### config.mk
export PLATFORM = sky130hd
export DESIGN_NAME = bscan_chain
export DESIGN_NICKNAME = d
export VERILOG_FILES = /design/src/rtl/bsr_pkg.sv /design/src/rtl/bsr_out_mux.sv /design/src/rtl/bsr_cell.sv /design/src/rtl/bscan_chain.sv
export SDC_FILE = /design/constraint.sdc
export NUM_CORES = 1
export LEC_CHECK = 0
export BUFFER_PORTS_ARGS = -buffer_cell sky130_fd_sc_hd__buf_2
export CAP_MARGIN = 40
export CORE_AREA = 2 2 51 53
export DETAILED_ROUTE_END_ITERATION = 8
export DIE_AREA = 0 0 53 55
export PLACE_DENSITY = 0.67
export SETUP_SLACK_MARGIN = 0.02
export SYNTH_ARGS = -nofsm -noshare
export SYNTH_HDL_FRONTEND = slang
export SYNTH_HIERARCHICAL = 1
export SYNTH_SLANG_ARGS = --single-unit
### constraint.sdc
create_clock -name clk -period 1.4 [get_ports clk]
set_input_delay 0.14 -clock clk [delete_from_list [all_inputs] [get_ports clk]]
set_output_delay 0.14 -clock clk [all_outputs]
set_load 0.02 [all_outputs]
### src/rtl/bsr_pkg.sv
package bsr_pkg;

    // Source feeding the first (capture/shift) stage of a cell
    typedef enum logic {
        SRC_PARALLEL = 1'b0,
        SRC_SERIAL   = 1'b1
    } cap_src_e;

    // Source feeding the parallel output of a cell
    typedef enum logic {
        OUT_PASS  = 1'b0,
        OUT_DRIVE = 1'b1
    } out_sel_e;

endpackage

### src/rtl/bsr_out_mux.sv
module bsr_out_mux
    import bsr_pkg::*;
(
    input  out_sel_e sel,
    input  logic     pin_val,
    input  logic     held_val,
    output logic     out_val
);

    always_comb begin
        unique case (sel)
            OUT_PASS:  out_val = pin_val;
            OUT_DRIVE: out_val = held_val;
            default:   out_val = pin_val;
        endcase
    end

endmodule

### src/rtl/bsr_cell.sv
module bsr_cell
    import bsr_pkg::*;
(
    input  logic clk,
    input  logic rst_n,
    input  logic cap_en,
    input  logic shift,
    input  logic upd_en,
    input  logic drive,
    input  logic pin_in,
    input  logic ser_in,
    output logic pin_out,
    output logic ser_out
);

    cap_src_e cap_src;
    out_sel_e out_sel;
    logic     cap_d;
    logic     cap_q;
    logic     hold_q;

    always_comb begin
        cap_src = shift ? SRC_SERIAL : SRC_PARALLEL;
        out_sel = drive ? OUT_DRIVE : OUT_PASS;
    end

    always_comb begin
        unique case (cap_src)
            SRC_PARALLEL: cap_d = pin_in;
            SRC_SERIAL:   cap_d = ser_in;
            default:      cap_d = pin_in;
        endcase
    end

    // First stage: capture or shift
    always_ff @(posedge clk or negedge rst_n) begin
        if (!rst_n) begin
            cap_q <= 1'b0;
        end else if (cap_en) begin
            cap_q <= cap_d;
        end
    end

    // Hold stage: value to drive
    always_ff @(posedge clk or negedge rst_n) begin
        if (!rst_n) begin
            hold_q <= 1'b0;
        end else if (upd_en) begin
            hold_q <= cap_q;
        end
    end

    bsr_out_mux u_mux (
        .sel      (out_sel),
        .pin_val  (pin_in),
        .held_val (hold_q),
        .out_val  (pin_out)
    );

    assign ser_out = cap_q;

endmodule

### src/rtl/bscan_chain.sv
module bscan_chain #(
    parameter int N = 8
) (
    input  logic         clk,
    input  logic         rst_n,
    input  logic         dr_clk_en,
    input  logic         shift_sel,
    input  logic         update_en,
    input  logic         mode_drive,
    input  logic [N-1:0] par_in,
    input  logic         scan_in,
    output logic [N-1:0] par_out,
    output logic         scan_out
);

    localparam int LINKS = N + 1;

    logic [LINKS-1:0] ser_link;

    assign ser_link[0] = scan_in;

    for (genvar i = 0; i < N; i++) begin : g_cell
        bsr_cell u_cell (
            .clk     (clk),
            .rst_n   (rst_n),
            .cap_en  (dr_clk_en),
            .shift   (shift_sel),
            .upd_en  (update_en),
            .drive   (mode_drive),
            .pin_in  (par_in[i]),
            .ser_in  (ser_link[i]),
            .pin_out (par_out[i]),
            .ser_out (ser_link[i+1])
        );
    end

    assign scan_out = ser_link[LINKS-1];

endmodule

==> results.toml <==
[final_layout]
postLayoutCellArea_um2 = 990
syn_to_final_growth_pct = 25.2
seq_area_um2 = 400
multiInputGateArea_um2 = 390
drive_above_1_share = 0.512
fillers = 242
diodes = 0
nets = 100
fin_util = 0.419

[setup_path]
critPathRequiredTime_ns = 1.26
cpPeakStageDelay_ns = 0.41
cpLargestDelayFamily = "flip-flops"
cp_max_fo = 2
worstSetupPathType = "flop to primary output"
critical_path_arrival_ns = 1.10
critPathLaunchType = "flop"
end_kind = "primary output"
cp_num_buf_inv = 1
path_cells = "mux2_4 -> buf_2"
critPathSlowestCell = "dfrtp_1"

[pwr]
seqPwrFrac = 0.490
p_leak_nw = 0.493
p_int_mw = 0.854
p_comb_frac = 0.254
switching_power_mw = 0.326
ir_drop_mv = 0.685
p_clk_frac = 0.256
swShare = 0.276
p_per_area_nw_per_um2 = 1190

[synthesis]
synth_fp_nets = 71
yosys.area.top_type = "dfrtp_1"
ys_seq_elements = 16
synth_common_cells = "16 x dfrtp_1, 16 x mux2_4, 8 x a21oi_1, 8 x mux2i_1, 8 x nor2_1"
synth_cell_types = 5
yosys.area.top_type_share = 0.506
async_flop_share = 1.00
synth_area_leaders = "dfrtp_1 51%, mux2_4 30%, mux2i_1 10%"
ys.flop_type = "dfrtp_1"
synth_edf_count = 0
yosys_warnings = 6
syn_area_um2 = 791
syn_avg_cell_area_um2 = 14.1
synth-seq-area-share = 0.506
synthCells = 56

[clock_network]
cts_tree = "yes"
cts_sinks = 16
clkLatencyLatePin_ns = 0.28
clockBufferDepth = 2
root_buffer = "clkbuf_4"
ctsHtreeMaxLevel = 1
clkTransAtPathRegs_ns = 0.10
cts_buffers = 3

[timing]
report.final.slew_viol_count = 0
setup_ws_ns = 0.163
post-route-min-period_ns = 1.24
fmax_mhz = 808
finalSetupViolations = 0
rsz0062_at_grt = "no"
final.setup_skew_ns = 0.00199
slew_headroom = 0.760
fin_crit_sh = 0.884
worstMarginPinSlew_ns = 0.360
tns_ns = 0
hold_viol_final = 0

[floorplanning]
die_w_um = 53
io_pins = 24
die_h_um = 55
rows = 18
fp.dieArea_um2 = 2920
coreArea_um2 = 2360
start_util = 0.334

[drt]
drt-total-wl_um = 1570
drc = 0
vias_per_cell = 4.59
post_drt_wl_per_cell_um = 13.7
drt_iter0_drc = 4
ant_nets = 0
vias = 523
first_pass_iters = 4

[global_routing]
grtUsageTotal = 0.129
antenna_found_initial = 0
grt_overflow = 0
grt_pass1_wl_um = 2700
grt_start_max_net_pins = 17
grt_pass1_vias = 562

[job]
cap_violations = 0

[worst_hold_path]
min_path_type = "primary input to flop"

[placement]
place_congestion = 0.742
place_ws_ns = 0.357
placed_area_um2 = 943
portBuffers = 23
hpwlAfterDp_um = 1140

[status]
outcome = "finished, final reports clean"
[power groups by stage]
stage	Clock [mW]	Combinational [mW]	Sequential (mW)
floorplan	0	0.199	0.577
global placement	0	0.296	0.582
detailed placement	0	0.302	0.588
CTS	0.311	0.305	0.581
global route	0.345	0.328	0.589
finish	0.302	0.300	0.579
[worst paths after layout]
kind | from | end | slack (ns) | depth (start not counted)
setup / recovery | g_cell[3].u_cell/hold_q$_DFFE_PN0P_ | par_out[3] | 0.16 | 2
hold / removal | par_in[4] | g_cell[4].u_cell/ser_out$_DFFE_PN0P_ | 0.17 | 3
setup reg to reg | g_cell[5].u_cell/ser_out$_DFFE_PN0P_ | g_cell[5].u_cell/hold_q$_DFFE_PN0P_ | 0.62 | 1
hold reg to reg | g_cell[0].u_cell/hold_q$_DFFE_PN0P_ | g_cell[0].u_cell/hold_q$_DFFE_PN0P_ | 0.53 | 1
max in group asynchronous | rst_n | g_cell[5].u_cell/ser_out$_DFFE_PN0P_ | 0.85 | 2
min in group asynchronous | rst_n | g_cell[2].u_cell/hold_q$_DFFE_PN0P_ | 0.29 | 2
[tightest hold or removal path, delay by kind of cell]
kind / cells / cell delay (ns)
multiplexers: 1 / 0.06
AO/OA/AOI/OAI: 1 / 0.12
buffers and inverters: 1 / 0.09
[layout make-up]
cell class | instances | share of cell area
well taps | 30 | 0.0379
repair buffers | 24 | 0.126
clock buffers | 4 | 0.0367
multi-input cells | 40 | 0.394
flip-flops and latches | 16 | 0.405
[metrics by stage]
| step | hold WS (ns) | cells | total power, mW |
|---|---|---|---|
| 6_report | 0.168 | 114 | 1.18 |
| 5_1_grt | 0.167 | 114 | 1.26 |
| 4_1_cts | 0.169 | 114 | 1.20 |
| 3_5_place_dp | 0.0757 | 109 | 0.890 |
| 3_3_place_gp | 0.0657 | 109 | 0.878 |
| 2_1_floorplan | -0.156 | 56 | 0.776 |
[repair_timing]
action / CTS / global route
hold buffers: 1 / 0
buffers inserted: 0 / 0
resized for setup: 0 / 0
hold endpoints to repair: 16 / 0
[registers in the layout, indices dropped and copies added (netlist names)]
signal,count
g_cell.u_cell/ser_out,8
g_cell.u_cell/hold_q,8
[cell usage in the layout, fill, tap and decap left out]
| master | count |
|---|---|
| mux2i_1 | 8 |
| clkbuf_4 | 3 |
| nor2_1 | 8 |
| dlygate4sd3_1 | 1 |
| buf_2 | 23 |
| mux2_4 | 16 |
| a21oi_1 | 8 |
| clkbuf_8 | 1 |
| dfrtp_1 | 16 |
[cells by family (layout without fill, tap and decap cells)]
kind of cell / after synthesis / after routing / share of synthesized area
compound gates: 8 / 8 / 0.0506
mux: 24 / 24 / 0.405
simple gates: 8 / 8 / 0.0380
flops: 16 / 16 / 0.506
buf+inv: 0 / 28 / 0
[metal layers]
| metal | vias to the layer above | wire (um) | track usage | part of all wire |
|---|---|---|---|---|
| met3 | 2 | 63 | 0.0323 | 0.040 |
| met1 | 252 | 724 | 0.162 | 0.46 |
| met2 | 11 | 773 | 0.213 | 0.49 |
| met4 | 0 | 4 | 0.0556 | 0.0026 |
| met5 | - | 0 | 0 | 0 |
| li1 | 258 | - | - | - |
Note: power is estimated with default switching activity, not from simulation.
